**src/rtl/opf_pkg.sv**
```systemverilog
package opf_pkg;

    typedef enum logic [1:0] {
        WC_NONE  = 2'd0,
        WC_GPR   = 2'd1,
        WC_OTHER = 2'd2
    } wcode_e;

    localparam int MODE_INTERLOCK = 0;
    localparam int MODE_WB_FWD    = 1;
    localparam int MODE_FULL_FWD  = 2;

    localparam int N_SRC = 2;

endpackage

```
**src/rtl/opf_regfile.sv**
```systemverilog
module opf_regfile #(
    parameter int DATA_W   = 32,
    parameter int REGS     = 16,
    parameter int RD_PORTS = 2,
    localparam int IDX_W   = $clog2(REGS)
) (
    input  logic              clk,
    input  logic              rst_n,
    input  logic              wr_en,
    input  logic [IDX_W-1:0]  wr_idx,
    input  logic [DATA_W-1:0] wr_data,
    input  logic [IDX_W-1:0]  rd_idx  [RD_PORTS],
    output logic [DATA_W-1:0] rd_data [RD_PORTS]
);

    logic [DATA_W-1:0] regs_q [REGS];

    always_ff @(posedge clk) begin
        if (!rst_n) begin
            for (int i = 0; i < REGS; i++) regs_q[i] <= '0;
        end else if (wr_en) begin
            regs_q[wr_idx] <= wr_data;
        end
    end

    for (genvar p = 0; p < RD_PORTS; p++) begin : g_rd
        assign rd_data[p] = regs_q[rd_idx[p]];
    end

endmodule

```
**src/rtl/opf_hazard.sv**
```systemverilog
module opf_hazard
    import opf_pkg::*;
#(
    parameter int IDX_W = 4,
    parameter int MODE  = MODE_FULL_FWD
) (
    input  logic             op_valid,
    input  logic [IDX_W-1:0] src_idx [N_SRC],
    input  logic [IDX_W-1:0] ex_dst,
    input  wcode_e           ex_code,
    input  logic [IDX_W-1:0] wb_dst,
    input  wcode_e           wb_code,
    output logic [N_SRC-1:0] ex_hit,
    output logic [N_SRC-1:0] wb_hit,
    output logic             stall
);

    for (genvar s = 0; s < N_SRC; s++) begin : g_cmp
        assign ex_hit[s] = (ex_code == WC_GPR) && (ex_dst == src_idx[s]);
        assign wb_hit[s] = (wb_code == WC_GPR) && (wb_dst == src_idx[s]);
    end

    if (MODE == MODE_INTERLOCK) begin : g_stall_any
        assign stall = op_valid && ((|ex_hit) || (|wb_hit));
    end else if (MODE == MODE_WB_FWD) begin : g_stall_ex
        assign stall = op_valid && (|ex_hit);
    end else begin : g_stall_none
        assign stall = 1'b0;
    end

endmodule

```
**src/rtl/opf_src_mux.sv**
```systemverilog
module opf_src_mux
    import opf_pkg::*;
#(
    parameter int DATA_W = 32,
    parameter int MODE   = MODE_FULL_FWD
) (
    input  logic              ex_hit,
    input  logic              wb_hit,
    input  logic [DATA_W-1:0] rf_val,
    input  logic [DATA_W-1:0] ex_val,
    input  logic [DATA_W-1:0] wb_val,
    output logic [DATA_W-1:0] operand
);

    if (MODE == MODE_FULL_FWD) begin : g_full
        // the instruction in execute is newer than the one in write-back
        always_comb begin
            if (ex_hit)      operand = ex_val;
            else if (wb_hit) operand = wb_val;
            else             operand = rf_val;
        end
    end else if (MODE == MODE_WB_FWD) begin : g_wb
        logic ex_unused;
        logic [DATA_W-1:0] exv_unused;
        assign ex_unused  = ex_hit;
        assign exv_unused = ex_val;
        assign operand    = wb_hit ? wb_val : rf_val;
    end else begin : g_none
        logic ex_unused, wb_unused;
        logic [DATA_W-1:0] exv_unused, wbv_unused;
        assign ex_unused  = ex_hit;
        assign wb_unused  = wb_hit;
        assign exv_unused = ex_val;
        assign wbv_unused = wb_val;
        assign operand    = rf_val;
    end

endmodule

```
**src/rtl/opf_bypass.sv**
```systemverilog
module opf_bypass
    import opf_pkg::*;
#(
    parameter int DATA_W = 32,
    parameter int REGS   = 16,
    parameter int MODE   = MODE_FULL_FWD,
    localparam int IDX_W = $clog2(REGS)
) (
    input  logic              clk,
    input  logic              rst_n,
    input  logic              op_valid,
    input  logic [IDX_W-1:0]  op_src_a,
    input  logic [IDX_W-1:0]  op_src_b,
    input  logic [IDX_W-1:0]  op_dst,
    input  logic [1:0]        op_wcode,
    input  logic [DATA_W-1:0] ex_result,
    output logic              stall_front,
    output logic              ex_valid,
    output logic [DATA_W-1:0] ex_op_a,
    output logic [DATA_W-1:0] ex_op_b,
    output logic [IDX_W-1:0]  ex_dst,
    output logic [1:0]        ex_wcode
);

    typedef struct packed {
        logic              ex_valid;
        logic [IDX_W-1:0]  ex_dst;
        wcode_e            ex_code;
        logic [DATA_W-1:0] ex_a;
        logic [DATA_W-1:0] ex_b;
        logic [IDX_W-1:0]  wb_dst;
        wcode_e            wb_code;
        logic [DATA_W-1:0] wb_data;
    } pipe_t;

    pipe_t st_d, st_q;

    logic [IDX_W-1:0]  src_idx [N_SRC];
    logic [DATA_W-1:0] rf_val  [N_SRC];
    logic [DATA_W-1:0] opnd    [N_SRC];
    logic [N_SRC-1:0]  ex_hit, wb_hit;
    logic              stall;

    assign src_idx[0] = op_src_a;
    assign src_idx[1] = op_src_b;

    opf_regfile #(
        .DATA_W  (DATA_W),
        .REGS    (REGS),
        .RD_PORTS(N_SRC)
    ) u_rf (
        .clk    (clk),
        .rst_n  (rst_n),
        .wr_en  (st_q.wb_code == WC_GPR),
        .wr_idx (st_q.wb_dst),
        .wr_data(st_q.wb_data),
        .rd_idx (src_idx),
        .rd_data(rf_val)
    );

    opf_hazard #(
        .IDX_W(IDX_W),
        .MODE (MODE)
    ) u_haz (
        .op_valid(op_valid),
        .src_idx (src_idx),
        .ex_dst  (st_q.ex_dst),
        .ex_code (st_q.ex_code),
        .wb_dst  (st_q.wb_dst),
        .wb_code (st_q.wb_code),
        .ex_hit  (ex_hit),
        .wb_hit  (wb_hit),
        .stall   (stall)
    );

    for (genvar s = 0; s < N_SRC; s++) begin : g_src
        opf_src_mux #(
            .DATA_W(DATA_W),
            .MODE  (MODE)
        ) u_mux (
            .ex_hit (ex_hit[s]),
            .wb_hit (wb_hit[s]),
            .rf_val (rf_val[s]),
            .ex_val (ex_result),
            .wb_val (st_q.wb_data),
            .operand(opnd[s])
        );
    end

    always_comb begin
        st_d = st_q;
        // execute advances into write-back every cycle
        st_d.wb_dst  = st_q.ex_dst;
        st_d.wb_code = st_q.ex_code;
        st_d.wb_data = ex_result;
        if (op_valid && !stall) begin
            st_d.ex_valid = 1'b1;
            st_d.ex_dst   = op_dst;
            st_d.ex_code  = wcode_e'(op_wcode);
            st_d.ex_a     = opnd[0];
            st_d.ex_b     = opnd[1];
        end else begin
            st_d.ex_valid = 1'b0;
            st_d.ex_code  = WC_NONE;
        end
    end

    always_ff @(posedge clk) begin
        if (!rst_n) st_q <= '0;
        else        st_q <= st_d;
    end

    assign stall_front = stall;
    assign ex_valid    = st_q.ex_valid;
    assign ex_op_a     = st_q.ex_a;
    assign ex_op_b     = st_q.ex_b;
    assign ex_dst      = st_q.ex_dst;
    assign ex_wcode    = st_q.ex_code;

endmodule

```
**config.mk**
```make
export PLATFORM = sky130hd
export DESIGN_NAME = opf_bypass
export DESIGN_NICKNAME = d
export VERILOG_FILES = /design/src/rtl/opf_pkg.sv /design/src/rtl/opf_regfile.sv /design/src/rtl/opf_hazard.sv /design/src/rtl/opf_src_mux.sv /design/src/rtl/opf_bypass.sv
export SDC_FILE = /design/constraint.sdc
export NUM_CORES = 1
export LEC_CHECK = 0
export BUFFER_PORTS_ARGS = -buffer_cell sky130_fd_sc_hd__buf_2
export CAP_MARGIN = 20
export CORE_MARGIN = 4
export CORE_UTILIZATION = 55
export CTS_BUF_LIST = sky130_fd_sc_hd__clkbuf_16
export DETAILED_ROUTE_END_ITERATION = 10
export GPL_TIMING_DRIVEN = 0
export PLACE_DENSITY_LB_ADDON = 0.25
export SLEW_MARGIN = 15
export SYNTH_ARGS = -nofsm -noshare
export SYNTH_HDL_FRONTEND = slang
export SYNTH_SLANG_ARGS = --single-unit
```
**constraint.sdc**
```tcl
create_clock -name clk -period 5 [get_ports clk]
set_input_delay 0.75 -clock clk [delete_from_list [all_inputs] [get_ports clk]]
set_output_delay 0.75 -clock clk [all_outputs]
set_load 0.005 [all_outputs]
```
# Word-level counts from Yosys, hierarchy flattened
# Memory sizes are Yosys's and may differ from the RTL's.
# Cells that the tools add are included.
# word_totals
register_bits,109
mem_bits_rw,512
inputBits,49
output_inout_bits,72
elab_cells,33
memories,1
# op_classes
n_eq_ne,6
muxes,12
reduce_logical,6
# memory_table
name,depth,word_bits,read_ports,rd_clocked_by_memory_dff,write_ports,line_no,text
u_rf.regs_q,16,32,2,0,16,opf_regfile.sv:16,logic [DATA_W-1:0] regs_q [REGS];
# op_table
cell,count
32-bit two-way mux,5
32-bit OR reduction,1
4-bit equality test,4
1-bit two-way mux,6
"2-bit by 1-bit equality test with 1-bit output, second input constant",2
1-bit logical AND,4
4-bit two-way mux,1
2-bit AND reduction,1

# Depth between registers and ports, before layout
# Gate-level depths: netlist of the first run.
# logic_depth
depth_word,6
mapped_depth,9
depth_no_buf,5

# Hierarchy
# Synthesis of the first run repeated with hierarchy kept, for this count alone.
# hier_totals
hier_cells,2382
hier_area_um2,32585.0
# modules_own_cells
mod,n_inst,cells_per_inst,area_each_um2,seq_area_each_um2
opf_regfile,1,1687,26529.2,15374.7
opf_bypass,1,453,4418.0,2182.1
opf_src_mux,2,107,714.4,0.0
opf_hazard,1,28,209.0,0.0

# Worst setup path after synthesis of the first run
# OpenSTA, ideal clock, no wires.
# synth_timing
path_type,input port to flip-flop
start,input rst_n
end,"memory u_rf.regs_q[13][0], enable pin"
setup_time_ns,0.466
t_arrival_ns,3.834
t_required_ns,4.534
setup_slack_ns,0.701
path_stages,5
n_path_buf,2
path_cell_list,buf_2 > nand3b_1 > or3b_1 > clkbuf_1 > o21ai_0
# synth_rtl
item,line_no,text
from (decl),opf_bypass.sv:10,"input logic rst_n,"
to (decl),opf_regfile.sv:16,

==> key figures, run 1 <==
Critical path
  • Class of the most critical setup path: in2reg
  • Type of element capturing the critical path: flop
  • Data required time at the worst endpoint: 5.30 ns
  • Crit path launch type: primary input
  • Arrival time of data at the critical path endpoint: 3.83 ns
  • Critical path peak fanout: 17
  • Worst-path cell chain: buf_2, nand3b_1, nor2_1, nand2_1, nor3_1, nand2b_2, buf_12
  • Slowest cell on the critical path: sky130_fd_sc_hd__nor3_1
  • CP max stage delay: 1.06 ns

Clock tree
  • Clock tree from TritonCTS: built
  • Depth of the CTS H-tree: 3
  • Register clock-pin slew on the reported worst setup and hold paths: 0.06 ns
  • Num Clock Sinks: 621
  • Clock root buffer: sky130_fd_sc_hd__clkbuf_16
  • Total setup buffers inserted after CTS: 0
  • Clock latency on the worst-skew pair: 0.62 ns
  • Clock buffer depth: 3
  • Cts bufs inserted: 67
  • Post_cts resized: 0
  • CTS hold repair buffers: 0

Global routing
  • Global route overflow: 0
  • Maximum number of pins on one net before global-route repair: 33
  • Global router's overall resource usage: 0.357
  • Number of antenna violations at the first check in global routing: 2
  • Wire length of the first global-routing pass: 160,000 um
  • Number of global-route vias before repair: 24,000

Placement
  • Total instance count after detailed placement: 3,285
  • RePlAce Congestion: 0.937
  • Buffers on Ports: 111
  • Placed inst area: 34,700 um^2
  • HPWL after detailed placement: 78,300 um

Logic synthesis
  • Proportion of synthesized flip-flops having asynchronous set or reset: 0
  • #FFs+latches synth: 621
  • Largest area contributor in the synthesized netlist: sky130_fd_sc_hd__edfxtp_1
  • Area share of the largest cell type after synthesis: 0.475
  • Sequential-to-total area share from yosys stat: 0.542
  • Number of synthesis warnings: 0
  • Leading cell types by total area after synthesis: sky130_fd_sc_hd__edfxtp_1 47%, sky130_fd_sc_hd__mux4_2 18%, sky130_fd_sc_hd__and2_1 11%
  • Mapped Nets: 2,432
  • Number of synthesized flops with an enable pin: 512
  • Main synth FF type: sky130_fd_sc_hd__edfxtp_1
  • Number of unique standard cell types used by synthesis: 38
  • Number of standard cells after synthesis: 2,383
  • Avg Synthesized Cell Area: 13.6 um^2
  • Post-Synthesis Cell Area: 32,400 um^2

STA
  • Fmax achieved: 0.284 GHz
  • Tcrit/Tclk final: 0.704
  • Max-slew violation count: 0
  • Transition at the pin with the smallest max-transition slack: 1.28 ns
  • Fin crit period: 3.52 ns
  • Worst-case clock skew: 0.0283 ns
  • Final hold violations: 0
  • Worst slew slack as a fraction of its limit: 0.140
  • Sum of negative setup slack: 0 ns
  • Final Setup Violations: 0
  • Setup repair after global routing missed its margin: false

Finish
  • Most frequent standard cell in the layout excluding fill and tap cells: sky130_fd_sc_hd__and2_1
  • Sequential standard cell area: 17,600 um^2
  • Layout cells sized above 1: 0.239
  • Multi-input gate area in the final layout: 13,400 um^2
  • Commonest cells after routing, fill and taps aside: 556 x sky130_fd_sc_hd__and2_1, 512 x sky130_fd_sc_hd__edfxtp_1, 254 x sky130_fd_sc_hd__mux4_2
  • Fraction of the core area covered by cells at the end of the flow: 0.634
  • Area added between synthesis and finish: 13.5%
  • Count of nets after finishing: 2,640
  • Final std cells w/o fill: 3,410
  • Final cell area excluding filler cells: 36,800 um^2
  • Number of filler cells placed in the layout: 4,288

Routing
  • Length of the first detailed-routing pass in iterations: 6
  • Number of violations reported at the end of detailed-routing iteration 0: 3,703
  • Total wire length: 113,000 um
  • Residual antenna-violating net count after detailed routing: 0
  • WL per Instance: 33.3 um
  • Overall via count from detail_route: 23,600
  • Residual DRC: 0
  • Via density per instance: 6.91

Die
  • Row Count: 88
  • Placeable core region: 58,000 um^2
  • Overall die area: 62,800 um^2
  • Number of top-level pins: 121
  • Effective utilization at floorplan: 0.558
  • Die boundary width: 251 um
  • Vertical extent of the die: 251 um

Min path
  • Path class of the lowest-slack min-delay path: in2reg

Power
  • Leakage component of the power: 13.5 nW
  • Power per Cell Area: 325 nW/um^2
  • Seq pwr share: 0.497
  • Net switching power of the design: 2.98 mW
  • PnR Total Power: 11.9 mW
  • Internal power: 8.96 mW
  • Part of the power in the clock network: 0.392
  • Highest ir drop seen on vdd: 226 uV
  • Switching share of total power: 0.249
  • Comb power frac: 0.111

Flow run
  • Reported max-cap violation count: 0

Status
  • Status: complete, no violations
[cell type report]
type                    instances  share of cell area
flip-flops and latches        621               0.478
multi-input cells            1454               0.364
clock inverters                51             0.00657
inverters                       3            0.000306
diodes                          1           0.0000681
clock buffers                  71              0.0483
well taps                     765              0.0260
repair buffers                139              0.0340
plain buffers                 305              0.0430
[critical path, delay by kind of cell]
kind,cells,cell delay (ns)
buffers and inverters,2,0.60
and+or+nand+nor,5,2.44
[sequential cells by signal, summed over array words and instances (netlist names)]
register and cells:
ex_wcode 2, u_rf.regs_q 512, ex_valid 1, ex_op_a 32, ex_op_b 32, st_q 38, ex_dst 4
[power groups by stage]
stage                     Clock (mW)  Combinational, mW  Sequential [mW]
final                           4.68               1.32             5.94
after global routing            4.90               1.37             5.95
after CTS                       4.66               1.29             5.93
after detailed placement           0               1.28             6.04
after global placement             0               1.18             6.05
after floorplan                    0              0.793             5.98
[metrics by stage]
step | hold slack [ns] | setup slack, ns
floorplan | 0.446 | 0.701
global placement | 0.541 | -3.01
detailed placement | 0.542 | 1.15
CTS | 0.339 | 1.75
global route | 0.351 | 1.59
finish | 0.348 | 1.48
[Yosys cell counts (2+ instances only)]
cell / number
sky130_fd_sc_hd__dfxtp_1: 109
sky130_fd_sc_hd__nor3_2: 3
sky130_fd_sc_hd__nor3_1: 4
sky130_fd_sc_hd__nor2b_1: 72
sky130_fd_sc_hd__xnor2_1: 8
sky130_fd_sc_hd__and3_1: 2
sky130_fd_sc_hd__mux2_2: 2
sky130_fd_sc_hd__o21ai_0: 14
sky130_fd_sc_hd__nor2_1: 18
sky130_fd_sc_hd__edfxtp_1: 512
sky130_fd_sc_hd__o31ai_1: 64
sky130_fd_sc_hd__nand3b_1: 2
sky130_fd_sc_hd__a21oi_1: 64
sky130_fd_sc_hd__a31oi_1: 2
sky130_fd_sc_hd__buf_4: 73
sky130_fd_sc_hd__inv_1: 3
sky130_fd_sc_hd__buf_6: 14
sky130_fd_sc_hd__buf_1: 3
sky130_fd_sc_hd__nand3_1: 2
sky130_fd_sc_hd__mux2i_1: 6
sky130_fd_sc_hd__xor2_1: 8
sky130_fd_sc_hd__o221ai_1: 62
sky130_fd_sc_hd__a22oi_1: 124
sky130_fd_sc_hd__clkbuf_1: 169
sky130_fd_sc_hd__o311ai_0: 2
sky130_fd_sc_hd__a311oi_1: 2
sky130_fd_sc_hd__nand2_1: 135
sky130_fd_sc_hd__nand2b_1: 39
sky130_fd_sc_hd__or2_2: 3
sky130_fd_sc_hd__and2_1: 556
sky130_fd_sc_hd__mux4_2: 254
sky130_fd_sc_hd__buf_2: 46
[cell families (layout without fill, tap and decap cells)]
family,after synthesis,in the layout,share of synthesized area
XOR/XNOR,16,16,0.00433
AO/OA/AOI/OAI,336,336,0.0745
multiplexers,262,262,0.179
AND/OR/NAND/NOR,839,839,0.151
other,1,2,0.000116
buffers and inverters,308,569,0.0492
flip-flops,621,621,0.542
[worst paths after layout]
kind / from / endpoint / slack (ns) / depth (start not counted)
worst max-delay path: rst_n / u_rf.regs_q[3][26]$_SDFFCE_PN0P_ / 1.48 / 7
worst min-delay path: ex_result[7] / st_q[7]$_SDFF_PN0_ / 0.35 / 2
worst max register to register: st_q[34]$_SDFF_PN0_ / u_rf.regs_q[3][26]$_SDFFCE_PN0P_ / 1.65 / 6
worst min register to register: ex_wcode[0]$_SDFF_PN0_ / st_q[32]$_SDFF_PN0_ / 0.56 / 1
[per-layer routing]
layer  up-vias  share of wire  track usage
met5         -        0.00072            0
met1     11700           0.33        0.452
met2      2014           0.46        0.551
met4         4          0.065        0.197
met3       467           0.15        0.113
li1       9357              -            -
No activity file was read; power rests on OpenSTA's default activity.
==> run 2: changes to the inputs <==
clock period = 3.05 ns   (was 5 ns; I/O delays follow)
==> key figures, run 2 (synthesized netlist as in run 1, its figures left out) <==
Status
  • Status: complete, no violations

Critical path
  • Worst setup path endpoint: u_rf.regs_q[1][29]$_SDFFCE_PN0P_
  • Count of cells along the worst register-to-register path: 6 (unchanged)
  • Type of element capturing the critical path: flop
  • Critical path peak fanout: 10 (-7)
  • Crit path launch type: flop
  • Arrival time of data at the critical path endpoint: 3.45 ns (-0.38 ns)
  • Class of the most critical setup path: reg2reg
  • Capturing point of the worst reg2reg path: u_rf.regs_q[1][29]$_SDFFCE_PN0P_
  • Launch point of the critical path: st_q[33]$_SDFF_PN0_
  • Worst flop-to-flop path startpoint: st_q[33]$_SDFF_PN0_
  • Data required time at the worst endpoint: 3.53 ns (-1.77 ns)
  • Worst reg-to-reg setup slack: 0.07 ns (-1.58 ns)

Finish
  • Most frequent standard cell in the layout excluding fill and tap cells: sky130_fd_sc_hd__and2_1
  • Commonest cells after routing, fill and taps aside: 556 x sky130_fd_sc_hd__and2_1, 512 x sky130_fd_sc_hd__edfxtp_1, 254 x sky130_fd_sc_hd__mux4_2
  • Number of filler cells placed in the layout: 4,238 (-1.2%)
  • Number of flip-flops under the largest register name: 512 (unchanged)
  • Layout cells sized above 1: 0.242 (+0.00256)
  • Area added between synthesis and finish: 13.7%
  • Largest reg by FF count: u_rf.regs_q
  • Top flop regs: u_rf.regs_q: 512 flops, st_q: 38 flops
  • Count of nets after finishing: 2,642 (+0.076%)

Clock tree
  • Num Clock Sinks: 621 (unchanged)
  • Register clock-pin slew on the reported worst setup and hold paths: 0.06 ns (about the same)
  • Clock tree from TritonCTS: built
  • Cts bufs inserted: 67 (unchanged)
  • CTS hold repair buffers: 0 (unchanged)
  • Clock root buffer: sky130_fd_sc_hd__clkbuf_16
  • Clock buffer depth: 3 (unchanged)
  • Clock latency on the worst-skew pair: 0.62 ns (about the same)
  • Depth of the CTS H-tree: 3 (unchanged)

STA
  • Final Setup Violations: 0 (unchanged)
  • Worst slew slack as a fraction of its limit: 0.135 (-0.00491)
  • Tcrit/Tclk final: 0.976
  • Fin crit period: 2.98 ns
  • Setup repair after global routing missed its margin: false
  • Worst-case clock skew: 0.0186 ns (-0.00976 ns)
  • Transition at the pin with the smallest max-transition slack: 1.30 ns (+0.0172 ns)
  • Setup ws final: 0.0737 ns (-1.40 ns)
  • Fmax achieved: 0.336 GHz
  • Max-slew violation count: 0 (unchanged)
  • Smallest hold slack: 0.0605 ns (-0.288 ns)
  • Final hold violations: 0 (unchanged)

Power
  • Power per Cell Area: 536 nW/um^2 (+65%)
  • Leakage component of the power: 13.5 nW (+0.10%)
  • Highest ir drop seen on vdd: 419 uV (+85%)
  • PnR Total Power: 19.7 mW (+65%)

Routing
  • Length of the first detailed-routing pass in iterations: 8 (+2)
  • Via density per instance: 7.01 (+1.3%)
  • Number of violations reported at the end of detailed-routing iteration 0: 3,860 (+4.2%)
  • Residual DRC: 0 (unchanged)
  • Total wire length: 115,000 um (+1.6%)
  • Residual antenna-violating net count after detailed routing: 0 (unchanged)
  • Overall via count from detail_route: 23,900 (+1.4%)
  • WL per Instance: 33.8 um (+1.6%)

Die
  • Die boundary width: 251 um (unchanged)
  • Overall die area: 62,800 um^2 (unchanged)
  • Placeable core region: 58,000 um^2 (unchanged)
  • Vertical extent of the die: 251 um (unchanged)
  • Effective utilization at floorplan: 0.558 (unchanged)
  • Number of top-level pins: 121 (unchanged)
  • Row Count: 88 (unchanged)

Placement
  • Worst setup slack after placement: -0.473 ns (-1.62 ns)
  • Buffers on Ports: 111 (unchanged)
  • HPWL after detailed placement: 78,900 um (+0.85%)
  • RePlAce Congestion: 0.929 (-0.85%)

Global routing
  • Number of global-route vias before repair: 23,900 (-0.083%)
  • Global route overflow: 0 (unchanged)
  • Wire length of the first global-routing pass: 162,000 um (+1.1%)
  • Global router's overall resource usage: 0.362 (+0.00498)
  • Maximum number of pins on one net before global-route repair: 19 (-42%)
  • Number of antenna violations at the first check in global routing: 1 (-1)

Flow run
  • Reported max-cap violation count: 0 (unchanged)

Min path
  • Path class of the lowest-slack min-delay path: in2reg
## run 2: cell types whose count changed in the layout (fill, tap and decap cells not counted)
cell,delta
sky130_fd_sc_hd__buf_12,+1
sky130_fd_sc_hd__buf_16,-2
sky130_fd_sc_hd__buf_8,+3
sky130_fd_sc_hd__bufinv_16,+1
sky130_fd_sc_hd__clkinv_1,+1
sky130_fd_sc_hd__clkinv_2,+2
sky130_fd_sc_hd__clkinv_4,-1
sky130_fd_sc_hd__inv_1,-5
sky130_fd_sc_hd__inv_6,+1
sky130_fd_sc_hd__nand2b_2,-1
sky130_fd_sc_hd__nand2b_4,+1
sky130_fd_sc_hd__nor3_1,-2
sky130_fd_sc_hd__nor3_2,+2
## run 2: power by group
group	leakage (nW)	switching (mW)	total, mW	internal [mW]
combinational	6.25	1.24	2.18	0.943
sequential	6.15	0.256	9.74	9.48
clock	1.08	3.43	7.79	4.36
## run 2: stage by stage
stage                     cells  instance area [um^2]  utilization  setup TNS [ns]
final                      3411                 36800        0.634               0
after global placement     3259                 33900        0.584        -1388.28
after CTS                  3407                 36800        0.633               0
after floorplan            2383                 32400            -         -147.37
after detailed placement   3286                 34700        0.598          -79.38
after global routing       3410                 36800        0.634               0
## run 2: critical path, cell delays in order, from the launching register on
cell and delay [ns]:
sky130_fd_sc_hd__dfxtp_1 0.31, sky130_fd_sc_hd__nand3b_1 0.22, sky130_fd_sc_hd__or3b_1 0.40, sky130_fd_sc_hd__clkbuf_1 0.28, sky130_fd_sc_hd__nor3_2 0.63, sky130_fd_sc_hd__clkbuf_1 0.74, sky130_fd_sc_hd__and2_1 0.24
## run 2: routing by layer
layer | GRT usage | up-vias | part of all wire | routed length, um
met5 | 0 | - | 0 | 0
met2 | 0.552 | 2193 | 0.45 | 52200
met1 | 0.464 | 11800 | 0.33 | 38000
li1 | - | 9369 | - | -
met3 | 0.105 | 545 | 0.15 | 17200
met4 | 0.212 | 0 | 0.067 | 7760
## run 2: layout make-up
type / count / area, um^2 / share of cell area
sequential: 621 / 17600 / 0.477
multi-input combinational: 1454 / 13400 / 0.364
clock buffer: 71 / 1780 / 0.0483
buffer: 305 / 1580 / 0.0430
timing repair buffer: 141 / 1260 / 0.0342
tap: 765 / 957 / 0.0260
clock inverter: 50 / 267 / 0.00724
inverter: 3 / 11.3 / 0.000306
antenna: 1 / 2.50 / 0.0000680
## run 2: what timing repair did
item	4_1_cts	5_1_grt
buffers inserted	0	0
endpoints found under the setup margin	8	48
resized for setup	1	3
## run 2: worst min-delay path by stage
stage	from	to	slack [ns]	cells after the start
after global placement	ex_op_b[30]$_SDFFE_PN0P_	ex_op_b[30]$_SDFFE_PN0P_	0.54	2
after floorplan	ex_wcode[0]$_SDFF_PN0_	st_q[32]$_SDFF_PN0_	0.45	1
after CTS	ex_result[14]	st_q[14]$_SDFF_PN0_	0.05	2
after detailed placement	ex_op_b[30]$_SDFFE_PN0P_	ex_op_b[30]$_SDFFE_PN0P_	0.55	2
final	ex_result[14]	st_q[14]$_SDFF_PN0_	0.06	2
after global routing	ex_result[12]	st_q[12]$_SDFF_PN0_	0.07	2
